[src/rtl/i2c_tgt_pkg.sv]
package i2c_tgt_pkg;
  typedef enum logic [3:0] {
    ST_IDLE, ST_ADDR, ST_ADDR_ACK, ST_RX_BYTE, ST_RX_HOLD, ST_RX_ACK,
    ST_TX_HOLD, ST_TX_BYTE, ST_TX_ACK, ST_SKIP
  } tgt_state_e;

  localparam int OFS_DATA = 0;
  localparam int OFS_STAT = 1;
  localparam int OFS_LINE = 2;
  localparam int OFS_CTRL = 3;
  localparam int OFS_OWN  = 4;
endpackage

[src/rtl/i2c_tgt_line_mon.sv]
module i2c_tgt_line_mon #(
  parameter int SYNC_STAGES = 2
) (
  input  logic clk_i,
  input  logic rst_ni,
  input  logic scl_i,
  input  logic sda_i,
  output logic scl_o,
  output logic sda_o,
  output logic start_o,
  output logic stop_o,
  output logic rise_o,
  output logic fall_o
);
  logic [SYNC_STAGES-1:0] scl_sync, sda_sync;
  logic scl_q, sda_q;

  always_ff @(posedge clk_i or negedge rst_ni) begin
    if (!rst_ni) begin
      scl_sync <= '1;
      sda_sync <= '1;
      scl_q    <= 1'b1;
      sda_q    <= 1'b1;
    end else begin
      scl_sync <= {scl_sync[SYNC_STAGES-2:0], scl_i};
      sda_sync <= {sda_sync[SYNC_STAGES-2:0], sda_i};
      scl_q    <= scl_sync[SYNC_STAGES-1];
      sda_q    <= sda_sync[SYNC_STAGES-1];
    end
  end

  assign scl_o   = scl_sync[SYNC_STAGES-1];
  assign sda_o   = sda_sync[SYNC_STAGES-1];
  assign start_o = scl_o & scl_q & sda_q & ~sda_o;
  assign stop_o  = scl_o & scl_q & ~sda_q & sda_o;
  assign rise_o  = scl_o & ~scl_q;
  assign fall_o  = ~scl_o & scl_q;
endmodule

[src/rtl/i2c_tgt_engine.sv]
module i2c_tgt_engine
  import i2c_tgt_pkg::*;
#(
  parameter int DATA_W = 8
) (
  input  logic              clk_i,
  input  logic              rst_ni,
  input  logic              sda_i,
  input  logic              start_i,
  input  logic              stop_i,
  input  logic              rise_i,
  input  logic              fall_i,
  input  logic [DATA_W-1:0] own_addr_i,
  input  logic              gc_en_i,
  input  logic              data_wr_i,
  input  logic              data_rd_i,
  input  logic [DATA_W-1:0] wdata_i,
  output logic [DATA_W-1:0] rx_data_o,
  output logic              pending_o,
  output logic              xmit_o,
  output logic              addressed_o,
  output logic              bus_busy_o,
  output logic              own_hit_o,
  output logic              gc_hit_o,
  output logic              ev_match_o,
  output logic              ev_stop_o,
  output logic              ev_nack_o,
  output logic              scl_pull_o,
  output logic              sda_pull_o
);
  localparam int CNT_W = $clog2(DATA_W + 1);
  localparam logic [CNT_W-1:0] FULL = CNT_W'(DATA_W);
  localparam logic [CNT_W-1:0] LAST = CNT_W'(DATA_W - 1);

  tgt_state_e        state;
  logic [DATA_W-1:0] sh;
  logic [CNT_W-1:0]  cnt;
  logic              acked;
  logic              own_ok, gc_ok;

  assign own_ok = own_addr_i[DATA_W-1] && (sh[DATA_W-1:1] == own_addr_i[DATA_W-2:0]);
  assign gc_ok  = gc_en_i && (sh == '0);

  always_ff @(posedge clk_i or negedge rst_ni) begin
    if (!rst_ni) begin
      state       <= ST_IDLE;
      sh          <= '0;
      cnt         <= '0;
      acked       <= 1'b0;
      rx_data_o   <= '0;
      pending_o   <= 1'b0;
      xmit_o      <= 1'b0;
      addressed_o <= 1'b0;
      bus_busy_o  <= 1'b0;
      own_hit_o   <= 1'b0;
      gc_hit_o    <= 1'b0;
      ev_match_o  <= 1'b0;
      ev_stop_o   <= 1'b0;
      ev_nack_o   <= 1'b0;
      scl_pull_o  <= 1'b0;
      sda_pull_o  <= 1'b0;
    end else begin
      ev_match_o <= 1'b0;
      ev_stop_o  <= 1'b0;
      ev_nack_o  <= 1'b0;
      if (start_i) begin
        // addressed stays until the new address byte is judged
        state      <= ST_ADDR;
        cnt        <= '0;
        sh         <= '0;
        scl_pull_o <= 1'b0;
        sda_pull_o <= 1'b0;
        pending_o  <= 1'b0;
        own_hit_o  <= 1'b0;
        gc_hit_o   <= 1'b0;
        bus_busy_o <= 1'b1;
      end else if (stop_i) begin
        ev_stop_o   <= addressed_o;
        state       <= ST_IDLE;
        addressed_o <= 1'b0;
        own_hit_o   <= 1'b0;
        gc_hit_o    <= 1'b0;
        xmit_o      <= 1'b0;
        pending_o   <= 1'b0;
        scl_pull_o  <= 1'b0;
        sda_pull_o  <= 1'b0;
        bus_busy_o  <= 1'b0;
      end else begin
        unique case (state)
          ST_ADDR: begin
            if (rise_i) begin
              sh  <= {sh[DATA_W-2:0], sda_i};
              cnt <= cnt + 1'b1;
            end else if (fall_i && cnt == FULL) begin
              if (own_ok) begin
                own_hit_o   <= 1'b1;
                xmit_o      <= sh[0];
                addressed_o <= 1'b1;
                ev_match_o  <= 1'b1;
                sda_pull_o  <= 1'b1;
                state       <= ST_ADDR_ACK;
              end else if (gc_ok) begin
                gc_hit_o    <= 1'b1;
                xmit_o      <= 1'b0;
                addressed_o <= 1'b1;
                ev_match_o  <= 1'b1;
                sda_pull_o  <= 1'b1;
                state       <= ST_ADDR_ACK;
              end else begin
                addressed_o <= 1'b0;
                xmit_o      <= 1'b0;
                state       <= ST_SKIP;
              end
            end
          end
          ST_ADDR_ACK: begin
            if (fall_i) begin
              sda_pull_o <= 1'b0;
              cnt        <= '0;
              if (xmit_o) begin
                pending_o  <= 1'b1;
                scl_pull_o <= 1'b1;
                state      <= ST_TX_HOLD;
              end else begin
                state <= ST_RX_BYTE;
              end
            end
          end
          ST_RX_BYTE: begin
            if (rise_i) begin
              sh  <= {sh[DATA_W-2:0], sda_i};
              cnt <= cnt + 1'b1;
            end else if (fall_i && cnt == FULL) begin
              rx_data_o  <= sh;
              pending_o  <= 1'b1;
              scl_pull_o <= 1'b1;
              state      <= ST_RX_HOLD;
            end
          end
          ST_RX_HOLD: begin
            if (data_rd_i) begin
              pending_o  <= 1'b0;
              scl_pull_o <= 1'b0;
              sda_pull_o <= 1'b1;
              state      <= ST_RX_ACK;
            end
          end
          ST_RX_ACK: begin
            if (fall_i) begin
              sda_pull_o <= 1'b0;
              cnt        <= '0;
              state      <= ST_RX_BYTE;
            end
          end
          ST_TX_HOLD: begin
            if (data_wr_i) begin
              sh         <= wdata_i;
              sda_pull_o <= ~wdata_i[DATA_W-1];
              pending_o  <= 1'b0;
              scl_pull_o <= 1'b0;
              cnt        <= '0;
              state      <= ST_TX_BYTE;
            end
          end
          ST_TX_BYTE: begin
            if (fall_i) begin
              if (cnt == LAST) begin
                sda_pull_o <= 1'b0;
                acked      <= 1'b0;
                state      <= ST_TX_ACK;
              end else begin
                sh         <= {sh[DATA_W-2:0], 1'b0};
                sda_pull_o <= ~sh[DATA_W-2];
                cnt        <= cnt + 1'b1;
              end
            end
          end
          ST_TX_ACK: begin
            if (rise_i) begin
              acked <= ~sda_i;
            end else if (fall_i) begin
              if (acked) begin
                pending_o  <= 1'b1;
                scl_pull_o <= 1'b1;
                state      <= ST_TX_HOLD;
              end else begin
                ev_nack_o <= 1'b1;
                state     <= ST_SKIP;
              end
            end
          end
          default: ;
        endcase
      end
    end
  end
endmodule

[src/rtl/i2c_tgt_regs.sv]
module i2c_tgt_regs
  import i2c_tgt_pkg::*;
#(
  parameter int DATA_W = 8,
  parameter int REG_AW = 3
) (
  input  logic              clk_i,
  input  logic              rst_ni,
  input  logic [REG_AW-1:0] addr_i,
  input  logic              wr_i,
  input  logic              rd_i,
  input  logic [DATA_W-1:0] wdata_i,
  output logic [DATA_W-1:0] rdata_o,
  input  logic [DATA_W-1:0] rx_data_i,
  input  logic              pending_i,
  input  logic              xmit_i,
  input  logic              addressed_i,
  input  logic              bus_busy_i,
  input  logic              own_hit_i,
  input  logic              gc_hit_i,
  input  logic              scl_lvl_i,
  input  logic              sda_lvl_i,
  input  logic              ev_match_i,
  input  logic              ev_stop_i,
  input  logic              ev_nack_i,
  output logic [DATA_W-1:0] own_addr_o,
  output logic              gc_en_o,
  output logic              nm_ie_o,
  output logic              new_match_o,
  output logic              data_wr_o,
  output logic              data_rd_o,
  output logic              irq_o
);
  logic [DATA_W-1:0] ctrl_q;
  logic              stop_q, nack_q;
  logic              hit_data, hit_stat, hit_ctrl, hit_own;

  assign hit_data = addr_i == REG_AW'(OFS_DATA);
  assign hit_stat = addr_i == REG_AW'(OFS_STAT);
  assign hit_ctrl = addr_i == REG_AW'(OFS_CTRL);
  assign hit_own  = addr_i == REG_AW'(OFS_OWN);

  assign data_wr_o = wr_i & hit_data;
  assign data_rd_o = rd_i & hit_data;
  assign nm_ie_o   = ctrl_q[0];
  assign gc_en_o   = ctrl_q[1];

  always_ff @(posedge clk_i or negedge rst_ni) begin
    if (!rst_ni) begin
      ctrl_q      <= '0;
      own_addr_o  <= '0;
      new_match_o <= 1'b0;
      stop_q      <= 1'b0;
      nack_q      <= 1'b0;
    end else begin
      if (wr_i && hit_ctrl) ctrl_q <= wdata_i;
      if (wr_i && hit_own)  own_addr_o <= wdata_i;
      // set wins over a clearing write in the same cycle
      if (ev_match_i)                        new_match_o <= 1'b1;
      else if (wr_i && hit_stat && wdata_i[2]) new_match_o <= 1'b0;
      if (ev_stop_i)                         stop_q <= 1'b1;
      else if (wr_i && hit_stat && wdata_i[3]) stop_q <= 1'b0;
      if (ev_nack_i)                         nack_q <= 1'b1;
      else if (wr_i && hit_stat && wdata_i[1]) nack_q <= 1'b0;
    end
  end

  always_comb begin
    rdata_o = '0;
    unique case (addr_i)
      REG_AW'(OFS_DATA): rdata_o = rx_data_i;
      REG_AW'(OFS_STAT): rdata_o[4:0] = {pending_i, stop_q, new_match_o, nack_q, xmit_i};
      REG_AW'(OFS_LINE): rdata_o[5:0] = {scl_lvl_i, sda_lvl_i, gc_hit_i, own_hit_i,
                                         bus_busy_i, addressed_i};
      REG_AW'(OFS_CTRL): rdata_o = ctrl_q;
      REG_AW'(OFS_OWN):  rdata_o = own_addr_o;
      default:           rdata_o = '0;
    endcase
  end

  assign irq_o = (ctrl_q[0] & new_match_o) |
                 (ctrl_q[2] & (stop_q | nack_q | pending_i));
endmodule

[src/rtl/i2c_tgt_matcher.sv]
module i2c_tgt_matcher
  import i2c_tgt_pkg::*;
#(
  parameter int DATA_W      = 8,
  parameter int REG_AW      = 3,
  parameter int SYNC_STAGES = 2
) (
  input  logic              clk_i,
  input  logic              rst_ni,
  input  logic [REG_AW-1:0] reg_addr_i,
  input  logic              reg_wr_i,
  input  logic              reg_rd_i,
  input  logic [DATA_W-1:0] reg_wdata_i,
  output logic [DATA_W-1:0] reg_rdata_o,
  input  logic              scl_i,
  input  logic              sda_i,
  output logic              scl_pull_o,
  output logic              sda_pull_o,
  output logic              irq_o
);
  logic scl_lvl, sda_lvl, start_ev, stop_ev, rise_ev, fall_ev;
  logic [DATA_W-1:0] own_addr, rx_data;
  logic gc_en, nm_ie, new_match, data_wr, data_rd;
  logic pending, xmit, addressed, bus_busy, own_hit, gc_hit;
  logic ev_match, ev_stop, ev_nack;

  i2c_tgt_line_mon #(.SYNC_STAGES(SYNC_STAGES)) u_mon (
    .clk_i, .rst_ni, .scl_i, .sda_i,
    .scl_o(scl_lvl), .sda_o(sda_lvl), .start_o(start_ev), .stop_o(stop_ev),
    .rise_o(rise_ev), .fall_o(fall_ev)
  );

  i2c_tgt_engine #(.DATA_W(DATA_W)) u_eng (
    .clk_i, .rst_ni, .sda_i(sda_lvl), .start_i(start_ev), .stop_i(stop_ev),
    .rise_i(rise_ev), .fall_i(fall_ev), .own_addr_i(own_addr), .gc_en_i(gc_en),
    .data_wr_i(data_wr), .data_rd_i(data_rd), .wdata_i(reg_wdata_i),
    .rx_data_o(rx_data), .pending_o(pending), .xmit_o(xmit), .addressed_o(addressed),
    .bus_busy_o(bus_busy), .own_hit_o(own_hit), .gc_hit_o(gc_hit),
    .ev_match_o(ev_match), .ev_stop_o(ev_stop), .ev_nack_o(ev_nack),
    .scl_pull_o, .sda_pull_o
  );

  i2c_tgt_regs #(.DATA_W(DATA_W), .REG_AW(REG_AW)) u_regs (
    .clk_i, .rst_ni, .addr_i(reg_addr_i), .wr_i(reg_wr_i), .rd_i(reg_rd_i),
    .wdata_i(reg_wdata_i), .rdata_o(reg_rdata_o), .rx_data_i(rx_data),
    .pending_i(pending), .xmit_i(xmit), .addressed_i(addressed), .bus_busy_i(bus_busy),
    .own_hit_i(own_hit), .gc_hit_i(gc_hit), .scl_lvl_i(scl_lvl), .sda_lvl_i(sda_lvl),
    .ev_match_i(ev_match), .ev_stop_i(ev_stop), .ev_nack_i(ev_nack),
    .own_addr_o(own_addr), .gc_en_o(gc_en), .nm_ie_o(nm_ie), .new_match_o(new_match),
    .data_wr_o(data_wr), .data_rd_o(data_rd), .irq_o
  );
endmodule

[config.mk]
export PLATFORM = sky130hd
export DESIGN_NAME = i2c_tgt_matcher
export DESIGN_NICKNAME = d
export VERILOG_FILES = /design/src/rtl/i2c_tgt_pkg.sv /design/src/rtl/i2c_tgt_line_mon.sv /design/src/rtl/i2c_tgt_engine.sv /design/src/rtl/i2c_tgt_regs.sv /design/src/rtl/i2c_tgt_matcher.sv
export SDC_FILE = /design/constraint.sdc
export NUM_CORES = 1
export LEC_CHECK = 0
export ABC_AREA = 1
export BUFFER_PORTS_ARGS = -buffer_cell sky130_fd_sc_hd__buf_2
export CORE_MARGIN = 3
export CORE_UTILIZATION = 54
export CTS_CLUSTER_DIAMETER = 80
export DETAILED_ROUTE_END_ITERATION = 8
export GPL_TIMING_DRIVEN = 0
export PLACE_DENSITY_LB_ADDON = 0.15
export SLEW_MARGIN = 20
export SYNTH_ARGS = -nofsm -noshare
export SYNTH_HDL_FRONTEND = slang
export SYNTH_SLANG_ARGS = --single-unit
[constraint.sdc]
create_clock -name clk_i -period 1.6 [get_ports clk_i]
set_input_delay 0.16 -clock clk_i [delete_from_list [all_inputs] [get_ports clk_i]]
set_output_delay 0.16 -clock clk_i [all_outputs]
set_load 0.1 [all_outputs]
# After elaboration in Yosys (flattened, before gate mapping)

Index checks and enable logic that the tools add are counted.

Add/sub/neg operators: 1
Equality and inequality tests: 43
Multiplexer cells: 109
Bitwise logic cells: 23
Reduce and logical (&&, ||, !) cells: 39

Operator list:

| kind               | number |
|---|---|
| $mux 4             | 24 |
| $mux 1             | 69 |
| $mux 8             | 6 |
| $ne 4x3->1 const B | 9 |
| $pmux 4 s8         | 1 |
| $pmux 5 s5         | 1 |
| $pmux 8 s3         | 1 |
| $eq 4x3->1 const B | 5 |
| $ne 4x4->1 const B | 5 |
| $pmux 4 s4         | 1 |
| $reduce_bool 2->1  | 7 |
| $reduce_bool 7->1  | 2 |
| $reduce_and 13->1  | 1 |
| $ne 3x3->1 const B | 4 |
| $reduce_and 6->1   | 2 |
| $reduce_bool 3->1  | 4 |
| $and 1x1->1        | 11 |
| $pmux 1 s5         | 2 |
| $reduce_and 10->1  | 1 |
| $reduce_and 5->1   | 2 |
| $reduce_bool 10->1 | 1 |
| $logic_and 1x1->1  | 9 |
| $not 1->1          | 9 |
| $eq 4x2->1 const B | 2 |
| other kinds (26)   | 36 |

Register bits: 60
Output and inout bits: 11
Logic and storage cells: 239

# Depth between registers and ports, before layout

Gate-level depths: netlist (run 1).

Depth after elaboration: 9
Mapped depth: 13

# Cells and area by module

A second synthesis (run 1) with hierarchy kept.

Cells, all modules: 525
Area total of the unflattened synthesis: 3743.6 µm²

Modules (own cells, without submodules):

| module           | instances | cells each | area each (µm²) | sequential area each (µm²) |
|---|---|---|---|---|
| i2c_tgt_engine   | 1         | 338        | 2308.5          | 875.8 |
| i2c_tgt_regs     | 1         | 170        | 1236.2          | 475.5 |
| i2c_tgt_line_mon | 1         | 17         | 198.9           | 157.7 |

# Least setup slack after synthesis (run 1)

OpenSTA, ideal clock, no wires.

Path kind: input to output
Start: input port reg_addr_i[0]
End: output port reg_rdata_o[1]
Arrival time: 2.109 ns
Path slack: -0.669 ns
Cell stages on the path: 3
Path buffers: 0
Path through: nor2_1 nand2_1 o2111ai_1

Cells in the longest elaborated chain, start to end: 2

RTL lines:

| what                               | RTL line              | text |
|---|---|---|
| from (decl)                        | i2c_tgt_matcher.sv:10 | `input logic [REG_AW-1:0] reg_addr_i,` |
| $eq 3x3->1 (tied with other cells) | i2c_tgt_regs.sv:70    | `unique case (addr_i)` |
| $pmux 5 s5 *                       | i2c_tgt_regs.sv:70    |  |
| to (decl)                          | i2c_tgt_matcher.sv:14 | `output logic [DATA_W-1:0] reg_rdata_o,` |

Mark *: on every way between the ends. The rest lies on a longest branch, timed or not.

# Worst setup path after layout (run 1)

Start: register u_mon.sda_sync[1]
End: register u_eng.sh[4]

Cells in the longest elaborated chain, start to end: 4

RTL lines:

| what                                         | RTL line               | text |
|---|---|---|
| from (decl)                                  | i2c_tgt_line_mon.sv:15 | `logic [SYNC_STAGES-1:0] scl_sync, sda_sync;` |
| from (signal assigned)                       | i2c_tgt_line_mon.sv:26 | `sda_sync <= {sda_sync[SYNC_STAGES-2:0], sda_i};` |
| $not 1->1                                    | i2c_tgt_line_mon.sv:34 | `assign start_o = scl_o & scl_q & sda_q & ~sda_o;` |
| $and 1x1->1                                  | i2c_tgt_line_mon.sv:34 |  |
| $ne 3x2->1 (no line) (tied with other cells) | -                      |  |
| $reduce_and 6->1 (no line)                   | -                      |  |
| to (signal assigned)                         | i2c_tgt_engine.sv:92   | `sh <= {sh[DATA_W-2:0], sda_i};` |
| to (signal assigned)                         | i2c_tgt_engine.sv:131  | `sh <= {sh[DATA_W-2:0], sda_i};` |
| to (signal assigned)                         | i2c_tgt_engine.sv:157  | `sh <= wdata_i;` |
| to (decl)                                    | i2c_tgt_engine.sv:36   | `logic [DATA_W-1:0] sh;` |

Several ways; a longest one is shown, not always the timed one.
A chain may end at the register's enable or synchronous reset.

==> results_dict.tcl, run 1 <==
set metrics [dict create \
    grt_overflow 0 \
    grt_max_degree 61 \
    grt_usage_pct 27.2 \
    drive_above_1_share_pct 34.4 \
    grt_util_met2_pct 40.2 \
    met1_usage_pct 38.6 \
    die_x_um 85.9 \
    finalCriticalPeriod_ns 1.76 \
    synthFlopType "dfrtp_1" \
    insertion_delay_ns 0.36 \
    yosys.area_share.simple_pct 31.8 \
    wl_per_cell_um 16.5 \
    gp_congestion 0.985 \
    yosysWarnings 0 \
    critPathLaunchType "register" \
    drv_slew 0 \
    antenna_cells 0 \
    hpwl_mm 6.76 \
    synth_edf_count 0 \
    antenna_left 0 \
    place_area_um2 3730 \
    synth-compound-area-share_pct 14.3 \
    drtIter0Drc 310 \
    synth-async-reset-ratio_pct 100 \
    via_per_inst 5.67 \
    antenna_found_initial 0 \
    via_count 3540 \
    io_pins 28 \
    relSlewSlack_pct 49.9 \
    dieArea_um2 7380 \
    fin_area_um2 4600 \
    clock_path_buffers 2 \
    yosysUniqueCellTypes 37 \
    grt_busiest_layer "met2" \
    synth_fp_nets 490 \
    cp.required_ns 1.88 \
    synth-seq-cells 60 \
    finClkSkew_ns 0.0155 \
    netlist_area_um2 3450 \
    area_growth_pct 33.4 \
    cp_max_fo 8 \
    synth_common_cells "nand2_1, inv_1, dfrtp_1" \
    finalNetCount 563 \
    die_h_um 85.9 \
    fp-row-count 28 \
    hold_class "input pin to register" \
    synth_top_family_by_area "simple AND/OR/NAND/NOR gates" \
    yosysMostFrequentCell "nand2_1" \
    maxCapViolations 0 \
    htree_levels 3 \
    pre_cts_ws_ns -0.292 \
    leakage_nw 2.30 \
    finalSetupViolations 20 \
    start_util_pct 56.9 \
    synthMuxAreaShare_pct 0 \
    finalHoldViolCount 0 \
    fillers 453 \
    path_clk_slew_ns 0.08 \
    crit_type "register to register" \
    drt_wl_total_mm 10.3 \
    violations "setup timing" \
    rsz0062_at_grt "yes" \
    synth_top_area_share_pct 39.2 \
    peakVddDrop_mv 1.17 \
    synth_cells 471 \
    synth_area_leaders "dfrtp_1, nand2_1, inv_1" \
    synth_fa_ha_area_share_pct 0.726 \
    grt_pass1_vias 3238 \
    synth-xor-area-share_pct 0.254 \
    coreArea_um2 6060 \
    grt_pass1_wl_mm 15.6 \
    arrival_ns 2.04 \
    syn_avg_cell_area_um2 7.32 \
    port_buffers 27 \
    setup_ws_ns -0.157 \
    fmax_mhz 569 \
    tightest_slew_ns 0.752 \
    seq_area_frac_synth_pct 43.8 \
    first_pass_iters 5 \
    grt_use_met3_pct 5.67 \
    yosysTopAreaCell "dfrtp_1" \
    clockRootBuffer "clkbuf_8" \
    cts_tree "done" \
    drc 0 \
    cts_made_buffers 9 \
    power.density_nw_per_um2 1600 \
    rrSetupSlack_ns -0.16 \
    end_kind "register" \
    status "finished with violations" \
    cts_sinks 60 \
    min_period_over_period_pct 110 \
]
layout by cell type (no fill, tap or decap), types with 13 or more instances in the layout:
master	netlist	layout
nor2_1	37	25
nand2_1	149	119
dfrtp_1	54	48
inv_1	68	61
nand3_1	22	16
buf_4	1	30
o21ai_0	44	37
nand2_2	7	28
nor2_4	2	13
buf_2	3	18
layer usage:
| layer | vias to the layer above | routed length (um) |
|---|---|---|
| met2 | 172 | 4810 |
| met3 | 25 | 803 |
| met5 | - | 28 |
| li1 | 1659 | - |
| met4 | 2 | 242 |
| met1 | 1682 | 4410 |
report_power, final:
part	switching, mW	total [mW]	internal, mW
registers	0.401	2.30	1.90
clock network	0.671	1.28	0.613
logic	2.45	3.75	1.30
total	3.52	7.34	3.82
cell type report:
type                       count  area (um^2)  area share [%]
sequential                    60         1520            33.0
clock inverter                 6         48.8            1.06
timing repair buffer          63          527            11.5
inverter                      71          278            6.04
multi-input combinational    333         1940            42.1
buffer                         6         61.3            1.33
clock buffer                  10          138            2.99
tap                           75         93.8            2.04
state kept, by name, indices dropped and copies added, names as in the netlist, 2 cells and up:
name               flops
u_mon.sda_sync         2
u_regs.own_addr_o      8
u_mon.scl_sync         2
u_eng.state            4
u_eng.rx_data_o        8
u_eng.cnt              4
u_eng.sh               8
u_regs.ctrl_q          8
cells by family after synthesis:
logic type               count (synthesis)
buffers and inverters                   78
XOR/XNOR                                 1
adder cells (fa/ha/maj)                  2
AND/OR/NAND/NOR                        247
AO/OA/AOI/OAI                           83
flip-flops                              60
worst max-delay path, stage by stage, from the launching register on:
cell	delay, ns
dfstp_2	0.58
buf_6	0.11
nor2_4	0.03
nand2_4	0.09
buf_8	0.13
clkinvlp_4	0.21
a21oi_1	0.24
o21ai_0	0.15
o21ai_2	0.15
worst paths after layout:
path,start,end,depth (start not counted)
min in group asynchronous,rst_ni,u_regs.new_match_o,2
setup / recovery,u_mon.sda_sync[1],u_eng.sh[4],8
max in group asynchronous,rst_ni,u_eng.sh[6],2
hold / removal,reg_wdata_i[5],u_regs.own_addr_o[5],3
hold reg to reg,u_mon.scl_sync[0],u_mon.scl_sync[1],0
setup reg to reg,u_mon.sda_sync[1],u_eng.sh[4],8
metrics by stage:
step / cells / hold WS, ns / power, mW / util (%) / TNS (ns)
after floorplan: 471 / -0.136 / 4.53 / - / -0.895
after global placement: 573 / 0.265 / 5.12 / 61.5 / -4.53
after detailed placement: 573 / 0.267 / 5.20 / 61.5 / -5.49
after CTS: 609 / 0.0741 / 6.68 / 70.1 / -0.516
after global routing: 624 / 0.104 / 7.79 / 75.9 / -3.72
final: 624 / 0.0761 / 7.34 / 75.9 / -1.82
repair_timing:
action	in CTS	in global routing
resized for setup	49	72
endpoints found under the setup margin	33	36
gates cloned	0	1
setup buffers	18	15
pin swaps	15	23
hold buffers	3	0
hold endpoints to repair	56	0
No activity file was read; power rests on OpenSTA's default activity.
==> run 2, diff against run 1 <==
Settings changed: CORE_UTILIZATION 54 to 60.
Clock period 1.6 ns to 2.23 ns, I/O delays scaled along.
==> results_dict.tcl, run 2 (same netlist as run 1, synthesis figures left out) <==
set metrics [dict create \
    grt_max_degree 61 \
    relSlewSlack_pct 49.3 \
    min_period_over_period_pct 91.3 \
    hold_start "reg_wdata_i[4]" \
    crit_type "input pin to output port" \
    via_count 3335 \
    antenna_cells 0 \
    cts_resized 0 \
    place_inst 568 \
    drc 0 \
    insertion_delay_ns 0.34 \
    finalCriticalPeriod_ns 2.04 \
    grt_pass1_vias 3082 \
    p_sw_mw 2.18 \
    fp-row-count 26 \
    finalHoldViolCount 0 \
    area_growth_pct 14.0 \
    grt_usage_pct 30.3 \
    antenna_left 0 \
    fin_area_um2 3930 \
    clock_path_buffers 2 \
    maxCapViolations 0 \
    fmax_mhz 491 \
    drive_above_1_share_pct 17.4 \
    final_cell_mix "nand2_1, inv_1, dfrtp_1" \
    place_area_um2 3680 \
    grt_overflow 0 \
    antenna_found_initial 0 \
    post_cts_buffers 0 \
    io_pins 28 \
    peakVddDrop_mv 0.790 \
    status "finished, final reports clean" \
    layout.cells.non_filler 586 \
    critPathLaunchType "input pin" \
    htree_levels 3 \
    drtIter0Drc 397 \
    finalNetCount 531 \
    layout_commonest_cell "nand2_1" \
    p_comb_share_pct 43.9 \
    gp_congestion 0.968 \
    p_int_mw 2.68 \
    port_buffers 27 \
    coreArea_um2 5340 \
    finClkSkew_ns 0.00855 \
    finalSetupViolations 0 \
    reg2reg_from "u_mon.scl_sync[1]" \
    drt_wl_total_mm 9.36 \
    clkPwrFrac_pct 22.9 \
    start_util_pct 64.6 \
    hold_class "input pin to register" \
    die_x_um 81.8 \
    cp.required_ns 2.01 \
    first_pass_iters 5 \
    dieArea_um2 6690 \
    path_clk_slew_ns 0.06 \
    wl_per_cell_um 16.0 \
    rsz0062_at_grt "no" \
    p_seq_share_pct 33.2 \
    clockRootBuffer "clkbuf_8" \
    grt_pass1_wl_mm 15.2 \
    cts_sinks 60 \
    drv_slew 0 \
    tightest_slew_ns 0.755 \
    cts_made_buffers 9 \
    via_per_inst 5.69 \
    p_sw_share_pct 44.9 \
    die_h_um 81.8 \
    power.density_nw_per_um2 1240 \
    crit_start "reg_addr_i[2]" \
    cp_max_fo 6 \
    leakage_nw 2.03 \
    end_kind "output port" \
    arrival_ns 1.81 \
    cts_tree "done" \
    hpwl_mm 6.80 \
]
run 2: cell types whose count changed in the layout (fill, tap and decap cells not counted), moves of 6 or more:
cell	change
nand3_1	+6
buf_4	-28
buf_2	+11
nor2_4	-11
inv_1	+7
o21ai_0	+7
nand2_2	-20
inv_2	-6
nand2_1	+29
nand2_4	-9
nor2_1	+11
o21ai_1	-6
dfrtp_2	-6
dfrtp_1	+6
run 2: critical path, cell delays in order:
cell       delay, ns
buf_2           0.14
nor3_1          0.63
a22oi_1         0.22
o2111ai_1       0.13
buf_2           0.46
run 2: metal layers:
| layer | share of wire [%] | wire length, um | global-route usage, % |
|---|---|---|---|
| met1 | 46 | 4280 | 44.0 |
| met2 | 44 | 4130 | 45.9 |
| met3 | 8.7 | 810 | 5.70 |
| met4 | 1.5 | 137 | 9.63 |
| met5 | 0 | 0 | 0 |
run 2: worst paths after layout:
path	end	slack [ns]	cells after the start
max	reg_rdata_o[1]	0.19	5
min	u_regs.ctrl_q[4]	0.18	3
max reg2reg	u_eng.sh[6]	0.38	9
min reg2reg	u_mon.sda_sync[1]	0.36	0
max in group asynchronous	u_eng.sh[5]	1.23	2
min in group asynchronous	u_regs.ctrl_q[3]	0.50	2
run 2: through the flow:
step	total power [mW]	setup WS (ns)	setup TNS, ns	hold WS (ns)	utilization (%)
2_1_floorplan	3.24	-0.0494	-0.148	-0.0726	-
3_3_place_gp	3.66	0.257	0	0.328	68.9
3_5_place_dp	3.71	0.185	0	0.330	68.9
4_1_cts	4.84	0.179	0	0.175	73.7
5_1_grt	5.19	0.0836	0	0.188	73.7
6_report	4.87	0.194	0	0.179	73.7
run 2: cell type report:
class,count,area [um^2]
buffer,7,48.8
tap,70,87.6
clock buffer,11,151
sequential,60,1510
inverter,71,269
multi-input combinational,333,1630
clock inverter,4,72.6
timing repair buffer,30,168
fill,454,1400
run 2: what timing repair did:
action,in CTS,in global routing
setup endpoints to repair,0,0
hold endpoints to repair,53,0
hold buffers,3,0
run 2: power groups by stage:
stage / clock, mW / sequential (mW) / combinational, mW
after floorplan: 0 / 1.68 / 1.55
after global placement: 0 / 1.61 / 2.04
after detailed placement: 0 / 1.62 / 2.09
after CTS: 1.12 / 1.61 / 2.11
after global routing: 1.17 / 1.64 / 2.38
final: 1.11 / 1.61 / 2.14
